File: config.mk
export PLATFORM = sky130hd
export DESIGN_NAME = tw_mem_slave
export DESIGN_NICKNAME = d
export VERILOG_FILES = /design/src/rtl/tw_pkg.sv /design/src/rtl/tw_line_sync.sv /design/src/rtl/tw_addr_ctr.sv /design/src/rtl/tw_ctrl.sv /design/src/rtl/tw_mem_slave.sv
export SDC_FILE = /design/constraint.sdc
export NUM_CORES = 1
export LEC_CHECK = 0
export BUFFER_PORTS_ARGS = -buffer_cell sky130_fd_sc_hd__buf_2
export CORE_MARGIN = 2
export CORE_UTILIZATION = 51
export DETAILED_ROUTE_END_ITERATION = 8
export PLACE_DENSITY = 0.75
export SYNTH_ARGS = -nofsm -noshare
export SYNTH_HDL_FRONTEND = slang
export SYNTH_HIERARCHICAL = 1
export SYNTH_SLANG_ARGS = --single-unit
File: constraint.sdc
create_clock -name clk -period 2.1 [get_ports clk]
set_input_delay 0.42 -clock clk [delete_from_list [all_inputs] [get_ports clk]]
set_output_delay 0.42 -clock clk [all_outputs]
set_load 0.03 [all_outputs]
File: src/rtl/tw_pkg.sv
package tw_pkg;

    localparam int          DEF_ADDR_W = 11;
    localparam int          DEF_PAGE_W = 4;
    localparam logic [3:0]  DEV_ID     = 4'b1010;

    typedef enum logic [3:0] {
        ST_IDLE,
        ST_DEV,
        ST_DEV_ACK,
        ST_WADDR,
        ST_WADDR_ACK,
        ST_WDATA,
        ST_WDATA_ACK,
        ST_RDATA,
        ST_RACK
    } ctrl_state_e;

    // line events seen on the synchronized bus levels
    typedef struct packed {
        logic scl;
        logic sda;
        logic scl_rise;
        logic scl_fall;
        logic start;
        logic stop;
    } line_ev_t;

    function automatic logic dev_match(input logic [7:0] b);
        return b[7:4] == DEV_ID;
    endfunction

endpackage

File: src/rtl/tw_line_sync.sv
module tw_line_sync
    import tw_pkg::*;
#(
    parameter int SYNC_STAGES = 2
) (
    input  logic     clk,
    input  logic     rst,
    input  logic     scl_in,
    input  logic     sda_in,
    output line_ev_t ev
);

    logic [SYNC_STAGES-1:0] scl_ff;
    logic [SYNC_STAGES-1:0] sda_ff;
    logic                   scl_q;
    logic                   sda_q;
    logic                   scl_s;
    logic                   sda_s;

    // idle bus level is high, so every stage resets high
    always_ff @(posedge clk) begin
        if (rst) begin
            scl_ff <= '1;
            sda_ff <= '1;
            scl_q  <= 1'b1;
            sda_q  <= 1'b1;
        end else begin
            scl_ff <= {scl_ff[SYNC_STAGES-2:0], scl_in};
            sda_ff <= {sda_ff[SYNC_STAGES-2:0], sda_in};
            scl_q  <= scl_s;
            sda_q  <= sda_s;
        end
    end

    assign scl_s = scl_ff[SYNC_STAGES-1];
    assign sda_s = sda_ff[SYNC_STAGES-1];

    always_comb begin
        ev.scl      = scl_s;
        ev.sda      = sda_s;
        ev.scl_rise = scl_s & ~scl_q;
        ev.scl_fall = ~scl_s & scl_q;
        ev.start    = scl_s & scl_q & sda_q & ~sda_s;
        ev.stop     = scl_s & scl_q & ~sda_q & sda_s;
    end

endmodule

File: src/rtl/tw_addr_ctr.sv
module tw_addr_ctr #(
    parameter int ADDR_W = 11,
    parameter int PAGE_W = 4
) (
    input  logic              clk,
    input  logic              rst,
    input  logic              load,
    input  logic [ADDR_W-1:0] load_val,
    input  logic              inc_all,
    input  logic              inc_page,
    output logic [ADDR_W-1:0] addr
);

    localparam int ROW_W = ADDR_W - PAGE_W;

    logic [ROW_W-1:0]  row;
    logic [PAGE_W-1:0] col;

    always_ff @(posedge clk) begin
        if (rst) begin
            row <= '0;
            col <= '0;
        end else if (load) begin
            {row, col} <= load_val;
        end else if (inc_all) begin
            {row, col} <= {row, col} + ADDR_W'(1);
        end else if (inc_page) begin
            col <= col + PAGE_W'(1);
        end
    end

    assign addr = {row, col};

endmodule

File: src/rtl/tw_ctrl.sv
module tw_ctrl
    import tw_pkg::*;
#(
    parameter int ADDR_W = 11
) (
    input  logic              clk,
    input  logic              rst,
    input  line_ev_t          ev,
    input  logic [ADDR_W-1:0] addr,
    input  logic [7:0]        rd_data,
    input  logic              wr_busy,
    output ctrl_state_e       state,
    output logic              sda_pull,
    output logic              ctr_load,
    output logic [ADDR_W-1:0] ctr_load_val,
    output logic              inc_all,
    output logic              inc_page,
    output logic              wr_valid,
    output logic [ADDR_W-1:0] wr_addr,
    output logic [7:0]        wr_data,
    output logic              wr_commit,
    output logic              wr_drop
);

    localparam int HI_W = ADDR_W - 8;

    logic [3:0]      bit_cnt;
    logic [7:0]      rx_sr;
    logic [7:0]      tx_sr;
    logic [HI_W-1:0] hi_bits;
    logic            rd_mode;
    logic            host_ack;
    logic            pending;
    logic            byte_done;

    assign byte_done    = ev.scl_fall && (bit_cnt == 4'd8);
    assign ctr_load     = (state == ST_WADDR) && byte_done;
    assign ctr_load_val = {hi_bits, rx_sr};
    assign inc_page     = (state == ST_WDATA) && byte_done;
    assign inc_all      = (state == ST_RDATA) && byte_done;

    always_ff @(posedge clk) begin
        if (rst) begin
            state     <= ST_IDLE;
            bit_cnt   <= '0;
            rx_sr     <= '0;
            tx_sr     <= '0;
            hi_bits   <= '0;
            rd_mode   <= 1'b0;
            host_ack  <= 1'b0;
            pending   <= 1'b0;
            sda_pull  <= 1'b0;
            wr_valid  <= 1'b0;
            wr_addr   <= '0;
            wr_data   <= '0;
            wr_commit <= 1'b0;
            wr_drop   <= 1'b0;
        end else begin
            wr_valid  <= 1'b0;
            wr_commit <= 1'b0;
            wr_drop   <= 1'b0;
            if (ev.start) begin
                state    <= ST_DEV;
                bit_cnt  <= '0;
                sda_pull <= 1'b0;
                if (pending) begin
                    wr_drop <= 1'b1;
                    pending <= 1'b0;
                end
            end else if (ev.stop) begin
                state    <= ST_IDLE;
                sda_pull <= 1'b0;
                if (pending) begin
                    wr_commit <= 1'b1;
                    pending   <= 1'b0;
                end
            end else begin
                unique case (state)
                    ST_IDLE: ;
                    ST_DEV, ST_WADDR, ST_WDATA: begin
                        if (ev.scl_rise) begin
                            rx_sr   <= {rx_sr[6:0], ev.sda};
                            bit_cnt <= bit_cnt + 4'd1;
                        end else if (byte_done) begin
                            bit_cnt <= '0;
                            if (state == ST_DEV) begin
                                if (dev_match(rx_sr) && !wr_busy) begin
                                    sda_pull <= 1'b1;
                                    hi_bits  <= rx_sr[HI_W:1];
                                    rd_mode  <= rx_sr[0];
                                    state    <= ST_DEV_ACK;
                                end else begin
                                    state <= ST_IDLE;
                                end
                            end else if (state == ST_WADDR) begin
                                sda_pull <= 1'b1;
                                state    <= ST_WADDR_ACK;
                            end else begin
                                sda_pull <= 1'b1;
                                wr_valid <= 1'b1;
                                wr_addr  <= addr;
                                wr_data  <= rx_sr;
                                pending  <= 1'b1;
                                state    <= ST_WDATA_ACK;
                            end
                        end
                    end
                    ST_DEV_ACK: begin
                        if (ev.scl_fall) begin
                            if (rd_mode) begin
                                tx_sr    <= rd_data;
                                sda_pull <= ~rd_data[7];
                                bit_cnt  <= '0;
                                state    <= ST_RDATA;
                            end else begin
                                sda_pull <= 1'b0;
                                state    <= ST_WADDR;
                            end
                        end
                    end
                    ST_WADDR_ACK, ST_WDATA_ACK: begin
                        if (ev.scl_fall) begin
                            sda_pull <= 1'b0;
                            state    <= ST_WDATA;
                        end
                    end
                    ST_RDATA: begin
                        if (ev.scl_rise) begin
                            bit_cnt <= bit_cnt + 4'd1;
                        end else if (byte_done) begin
                            sda_pull <= 1'b0;
                            state    <= ST_RACK;
                        end else if (ev.scl_fall) begin
                            tx_sr    <= {tx_sr[6:0], 1'b0};
                            sda_pull <= ~tx_sr[6];
                        end
                    end
                    ST_RACK: begin
                        if (ev.scl_rise) begin
                            host_ack <= ~ev.sda;
                        end else if (ev.scl_fall) begin
                            if (host_ack) begin
                                tx_sr    <= rd_data;
                                sda_pull <= ~rd_data[7];
                                bit_cnt  <= '0;
                                state    <= ST_RDATA;
                            end else begin
                                state <= ST_IDLE;
                            end
                        end
                    end
                    default: state <= ST_IDLE;
                endcase
            end
        end
    end

endmodule

File: src/rtl/tw_mem_slave.sv
module tw_mem_slave
    import tw_pkg::*;
#(
    parameter int ADDR_W      = DEF_ADDR_W,
    parameter int PAGE_W      = DEF_PAGE_W,
    parameter int SYNC_STAGES = 2
) (
    input  logic              clk,
    input  logic              rst,
    input  logic              scl_in,
    input  logic              sda_in,
    output logic              sda_pull,
    output logic [ADDR_W-1:0] rd_addr,
    input  logic [7:0]        rd_data,
    output logic              wr_valid,
    output logic [ADDR_W-1:0] wr_addr,
    output logic [7:0]        wr_data,
    output logic              wr_commit,
    output logic              wr_drop,
    input  logic              wr_busy
);

    line_ev_t          ev;
    ctrl_state_e       state;
    logic [ADDR_W-1:0] addr;
    logic              ctr_load;
    logic [ADDR_W-1:0] ctr_load_val;
    logic              inc_all;
    logic              inc_page;

    tw_line_sync #(.SYNC_STAGES(SYNC_STAGES)) u_sync (
        .clk    (clk),
        .rst    (rst),
        .scl_in (scl_in),
        .sda_in (sda_in),
        .ev     (ev)
    );

    tw_ctrl #(.ADDR_W(ADDR_W)) u_ctrl (
        .clk          (clk),
        .rst          (rst),
        .ev           (ev),
        .addr         (addr),
        .rd_data      (rd_data),
        .wr_busy      (wr_busy),
        .state        (state),
        .sda_pull     (sda_pull),
        .ctr_load     (ctr_load),
        .ctr_load_val (ctr_load_val),
        .inc_all      (inc_all),
        .inc_page     (inc_page),
        .wr_valid     (wr_valid),
        .wr_addr      (wr_addr),
        .wr_data      (wr_data),
        .wr_commit    (wr_commit),
        .wr_drop      (wr_drop)
    );

    tw_addr_ctr #(.ADDR_W(ADDR_W), .PAGE_W(PAGE_W)) u_ctr (
        .clk      (clk),
        .rst      (rst),
        .load     (ctr_load),
        .load_val (ctr_load_val),
        .inc_all  (inc_all),
        .inc_page (inc_page),
        .addr     (addr)
    );

    assign rd_addr = addr;

endmodule

==> summary.txt, run 1 <==
Clocking
  • Num CTS Buffers: 9
  • Clock-pin slew on the worst setup and hold paths: 0.08 ns
  • Hold-fix buffers at CTS: 0
  • CTS root buf: clkbuf_8
  • Worst-Skew Late Latency: 0.35 ns
  • Clock Tree Buf Depth: 2
  • # clock sinks: 69
  • CTS tree: built
  • H-tree Lvls: 3

Global routing
  • Number of global-route vias before repair: ~2,700
  • Pin count of the biggest net entering global routing: 41
  • Initial antenna violation count: 0
  • Gr ovfl total: 0
  • All-Layer GR Usage: a little under a quarter
  • First-pass GRT wire length: 13.1 mm

Worst setup path
  • Worst path buffer plus inverter count: 2
  • Critical path type: reg -> reg
  • CP arrival: 2.30 ns
  • Worst EP required: 2.39 ns
  • Max stage delay on crit path: 0.49 ns
  • Worst-path fanout max: 10
  • Slowest stage cell on the critical path: or4_1
  • CP Cell Sequence: inv_1 -> ha_1 -> nand4b_1 -> a31oi_1 -> o21ai_1 -> buf_4 -> or4_1 -> nand3_1
  • Critical path capture point type: flip-flop
  • Crit path max-delay family: simple AND/OR/NAND/NOR gates
  • Worst setup SP type: flip-flop

Cells and area
  • Commonest non-fill, non-tap cell in the layout: dfxtp_1
  • Commonest cells after routing, fill and taps aside: dfxtp_1 (66), nand2_1 (50), buf_2 (46)
  • Antenna Cells: 0
  • Share of cells above drive strength 1: between 20% and 30%
  • Fillers: around 550
  • Layout net count: 459
  • Design Area, Final: 0.00388 sq mm
  • Area grow syn2layout: 16.1%

Flow run
  • Max-cap violation count: 0

Timing
  • Worst Tran Pin Value: approximately 0.41 ns
  • Hold WS: 0.252 ns
  • Final setup violating endpoints: 0
  • RSZ-0062 raised after global routing: true
  • Rel. slew slack: 72.9%
  • Slew Limit Fails: 0
  • Period utilization: 95.7%
  • Final Hold Fails: 0
  • Final min period: 2.01 ns
  • Fmax: between 0.4 and 0.5 GHz
  • Clock skew: 0.0130 ns

Floorplan
  • Die X: 84.9 microns
  • I/O pins: 47
  • Die ar.: a little over 0.007 sq mm
  • Core Box Area: 0.00635 sq mm
  • Cell Rows: 29
  • Initial Utilization: 52.6%
  • Die height: 84.9 microns

Place
  • Port bufs: 46
  • Final HPWL DP: 5.29 mm
  • Area after DPL: 0.00369 sq mm
  • Gpl congestion: 0.958

Outcome
  • Status: complete, no violations

Routing
  • Wire length per cell after detailed routing: 15.0 microns
  • Final WL: 7.86 mm
  • ANT nets after route: 0
  • DRC viols: 0
  • 1st-iter DRT viols: approximately 300
  • Vias/cell: between 5 and 6
  • DR pass1 iterations: 5
  • Vias: 3,028

Synthesis
  • Syn Nets: 404
  • Synthesized area: ~0.0033 sq mm
  • Average size of a mapped cell: 8.61 sq um
  • Synth warn: 6
  • Mapped Cells: 388

Pwr
  • P_leak: 1.61 nW
  • Clock power frac: 40.0%
  • Switching portion of total power: 25.1%
  • Internal power: 1.78 mW
  • Power per cell area: approximately 600 mW/mm^2
  • Psw: approximately 600 uW
  • Flop pwr share: 55.6%
  • Max VDD drop: 0.422 mV
  • Comb power frac: 4.4%

Worst hold path
  • Hold Crit Class: in -> reg
-- per-layer routing --
metal	share of wire [%]	global-route usage, %	up-vias
met4	1.5	8.95	0
met1	47	32.2	1419
met5	0	0	-
met3	6.4	5.64	8
met2	45	33.6	120
li1	-	-	1481
-- timing repair --
item | in CTS | in global routing
buffers inserted | 0 | 1
resized for setup | 0 | 6
endpoints found under the setup margin | 0 | 35
-- flip-flops by register name, summed over array words and instances, names as in the netlist --
register	count
u_ctrl/state	4
u_sync/scl_ff	2
u_ctrl/wr_drop	1
u_ctrl/hi_bits	3
u_sync/scl_q	1
u_ctrl/host_ack	1
u_ctr/row	7
u_ctrl/tx_sr	7
u_sync/sda_q	1
u_ctrl/sda_pull	1
u_ctr/col	4
u_ctrl/rx_sr	8
u_ctrl/wr_addr	11
u_ctrl/wr_valid	1
u_ctrl/bit_cnt	4
u_ctrl/wr_data	8
u_ctrl/rd_mode	1
u_ctrl/wr_commit	1
u_ctrl/pending	1
u_sync/sda_ff	2
-- stage by stage --
| step | total power, mW | setup TNS (ns) | cells | utilization, % | setup slack (ns) |
|---|---|---|---|---|---|
| 6_report | 2.38 | 0 | 525 | 61.1 | 0.0904 |
| 5_1_grt | 2.48 | -0.0367 | 525 | 61.1 | -0.0232 |
| 4_1_cts | 2.40 | 0 | 524 | 60.7 | 0.00607 |
| 3_5_place_dp | 1.45 | 0 | 508 | 58.1 | 0.0242 |
| 3_3_place_gp | 1.45 | 0 | 508 | 58.1 | 0.0857 |
| 2_1_floorplan | 1.42 | 0 | 388 | - | 0.0616 |
-- power by group through the flow --
stage                     clock [mW]  combinational (mW)  sequential (mW)
after floorplan                    0              0.0688             1.35
final                          0.951               0.104             1.32
after global routing            1.04               0.115             1.32
after global placement             0               0.101             1.35
after detailed placement           0               0.101             1.35
after CTS                      0.970               0.102             1.32
-- layout make-up --
type                       instances  area [sq um]  area share (%)
clock buffer                      10           128            3.29
clock inverter                     6          38.8            1.00
inverter                           7          26.3           0.677
multi-input combinational        286          1790            46.3
sequential                        69          1390            35.7
tap                               77          96.3            2.48
timing repair buffer              70           410            10.6
-- worst paths after layout --
check                                      start                           end  slack [ns]  cells after the start
hold / removal                            scl_in   u_sync/scl_ff[0]$_SDFF_PP1_        0.25                      2
setup reg to reg  u_ctrl/bit_cnt[0]$_SDFFE_PP0P_  u_ctrl/state[0]$_SDFFE_PP0P_        0.09                      8
hold reg to reg      u_sync/sda_ff[0]$_SDFF_PP1_   u_sync/sda_ff[1]$_SDFF_PP1_        0.41                      1
setup / recovery  u_ctrl/bit_cnt[0]$_SDFFE_PP0P_  u_ctrl/state[0]$_SDFFE_PP0P_        0.09                      8
Power figures use the tool's default switching activity.
==> inputs of run 2 (changes only) <==
- CORE_UTILIZATION: 51 -> 50
- SYNTH_HIERARCHICAL: 1 -> not set
==> summary.txt, run 2 <==
Outcome
  • Status: complete, no violations

Worst setup path
  • Crit path max-delay family: simple AND/OR/NAND/NOR gates
  • Critical path type: reg -> reg
  • CP arrival: between 2 and 2.5 ns
  • Worst path buffer plus inverter count: 1
  • CP Cell Sequence: buf_4 -> and4b_1 -> nand3_2 -> nor4_2 -> xnor2_1 -> a211oi_1
  • Worst setup SP type: flip-flop
  • Worst-path fanout max: 10
  • Slowest stage cell on the critical path: dfxtp_1
  • Max stage delay on crit path: 0.47 ns
  • Worst EP required: around 2.4 ns
  • Critical path capture point type: flip-flop

Routing
  • Vias: 3,101
  • DR pass1 iterations: 5
  • DRC viols: 0
  • Final WL: 8.30 mm
  • 1st-iter DRT viols: approximately 280
  • ANT nets after route: 0
  • Wire length per cell after detailed routing: 15.6 microns
  • Vias/cell: 5.83

Synthesis
  • Largest cells by area after synthesis: dfxtp_1 (40%), mux2i_1 (9.3%), nor2_1 (4.7%)
  • Mapped Cells: 388
  • Syn Nets: ~400
  • Seq cells post-synth: 69
  • Post-synth top cells: dfxtp_1 (69), nor2_1 (43), mux2i_1 (32), nand2_1 (28), a21oi_1 (26)
  • Number of distinct library cells after synthesis: 67
  • Synth warn: 0
  • Post-synth ARST share: 0%
  • Top-count cell post-synth: dfxtp_1
  • Synth area leader: dfxtp_1
  • Post-synthesis sequential area ratio: between 40% and 50%
  • EDFF count, synth: 0
  • Average size of a mapped cell: 8.87 sq um
  • Synthesized area: 0.00344 sq mm
  • Post-synth top area share: 40.1%
  • Top_reg_cell synth: dfxtp_1

Timing
  • RSZ-0062 raised after global routing: false
  • Period utilization: 93.0%
  • TNS Setup: 0 ns
  • Setup ws final: between 0.1 and 0.15 ns
  • Clock skew: 0.00866 ns
  • Rel. slew slack: 63.4%
  • Final min period: 1.95 ns
  • Fmax: 0.512 GHz
  • Hold WS: about 0.24 ns
  • Slew Limit Fails: 0
  • Final Hold Fails: 0
  • Final setup violating endpoints: 0
  • Worst Tran Pin Value: between 0.5 and 0.6 ns

Worst hold path
  • Hold Crit Class: in -> reg

Pwr
  • P_leak: 1.64 nW
  • Power per cell area: between 600 and 700 mW/mm^2
  • Max VDD drop: 0.484 mV

Clocking
  • Num CTS Buffers: 9
  • Number of gates resized after CTS: 0
  • # clock sinks: 69
  • Post CTS Setup Buffer Count: 0
  • Hold-fix buffers at CTS: 0
  • CTS tree: built
  • Clock Tree Buf Depth: 2
  • Clock-pin slew on the worst setup and hold paths: around 0.080 ns
  • Worst-Skew Late Latency: 0.36 ns
  • CTS root buf: clkbuf_8
  • H-tree Lvls: 3

Floorplan
  • Core Box Area: 0.00672 sq mm
  • Die ar.: roughly 0.0076 sq mm
  • Die X: 87.0 microns
  • Initial Utilization: 51.2%
  • Cell Rows: 30
  • I/O pins: 47
  • Die height: 87.0 microns

Global routing
  • Pin count of the biggest net entering global routing: 27
  • First-pass GRT wire length: roughly 14 mm
  • Number of global-route vias before repair: 2,794
  • Gr ovfl total: 0
  • All-Layer GR Usage: 23.1%
  • Initial antenna violation count: 0

Place
  • Port bufs: 46
  • Setup slack after placement: 0.0659 ns
  • Inst Count DP: 516
  • Gpl congestion: 0.881
  • Final HPWL DP: 6.07 mm

Cells and area
  • Antenna Cells: 0
  • Leading registers by flop count: u_ctrl.wr_addr: 11 flops, u_ctrl.rx_sr: 8 flops, u_ctrl.wr_data: 8 flops
  • Commonest non-fill, non-tap cell in the layout: dfxtp_1
  • Number of flip-flops in the largest register: 11
  • Commonest cells after routing, fill and taps aside: dfxtp_1 (69), buf_2 (46), nor2_1 (43)
  • Layout net count: 463
  • Share of cells above drive strength 1: 25.4%
  • Reg with most FFs: u_ctrl.wr_addr
  • Fillers: a little under 600
  • Area grow syn2layout: 18.7%
  • Final Non-Filler Cells: 532
  • Finished Core Util: 60.8%

Flow run
  • Max-cap violation count: 0
run 2: per-layer routing:
metal,GRT usage (%),wire length (microns),up-vias
met5,0,0,-
met4,8.66,127,0
met3,4.64,438,11
met2,34.8,3780,112
met1,32.5,3960,1449
li1,-,-,1529
run 2: final timing paths:
kind                                              startpoint                          end  slack, ns  cells past startpoint
worst max-delay path            u_ctrl.state[0]$_SDFFE_PP0P_    u_ctr.row[5]$_SDFFE_PP0P_       0.15                      6
worst min-delay path                                  scl_in  u_sync.scl_ff[0]$_SDFF_PP1_       0.24                      2
worst max register to register  u_ctrl.state[0]$_SDFFE_PP0P_    u_ctr.row[5]$_SDFFE_PP0P_       0.15                      6
worst min register to register   u_sync.sda_ff[0]$_SDFF_PP1_  u_sync.sda_ff[1]$_SDFF_PP1_       0.42                      1
run 2: logic make-up (layout without fill, tap and decap cells):
family	Yosys count	count (layout)	share of synthesized area [%]
simple gates	151	151	24.1
flops	69	69	40.1
xor+xnor	3	3	0.764
mux	33	33	9.64
buf+inv	35	99	4.98
compound gates	93	93	19.0
fa+ha+maj	4	4	1.38
run 2: stage by stage:
step	area, sq um	power (mW)
2_1_floorplan	3440	1.42
3_5_place_dp	3850	1.46
5_1_grt	4090	2.77
4_1_cts	4080	2.69
3_3_place_gp	3850	1.46
6_report	4090	2.68
run 2: area by class of cell:
type	count	area (sq um)	area share (%)
flip-flops and latches	69	1380	33.8
repair buffers	70	423	10.4
inverters	13	48.8	1.19
multi-input cells	284	1900	46.5
well taps	80	100	2.45
clock buffers	10	138	3.37
clock inverters	6	93.8	2.30
run 2: where the power goes:
part	internal (mW)	leakage [nW]	total, mW	switching, mW
combinational	0.0438	0.969	0.108	0.0640
sequential	1.31	0.557	1.32	0.00886
clock	0.711	0.113	1.25	0.535
total	2.07	1.64	2.68	0.608
run 2: worst reg2reg max path: cells and delay by family (launching register included):
kind / cells / cell delay, ns
AOI/OAI and AO/OA: 1 / 0.21
DFF: 1 / 0.47
xor gates and xnor gates: 1 / 0.10
buffers and inverters: 1 / 0.21
and+or+nand+nor: 3 / 0.89
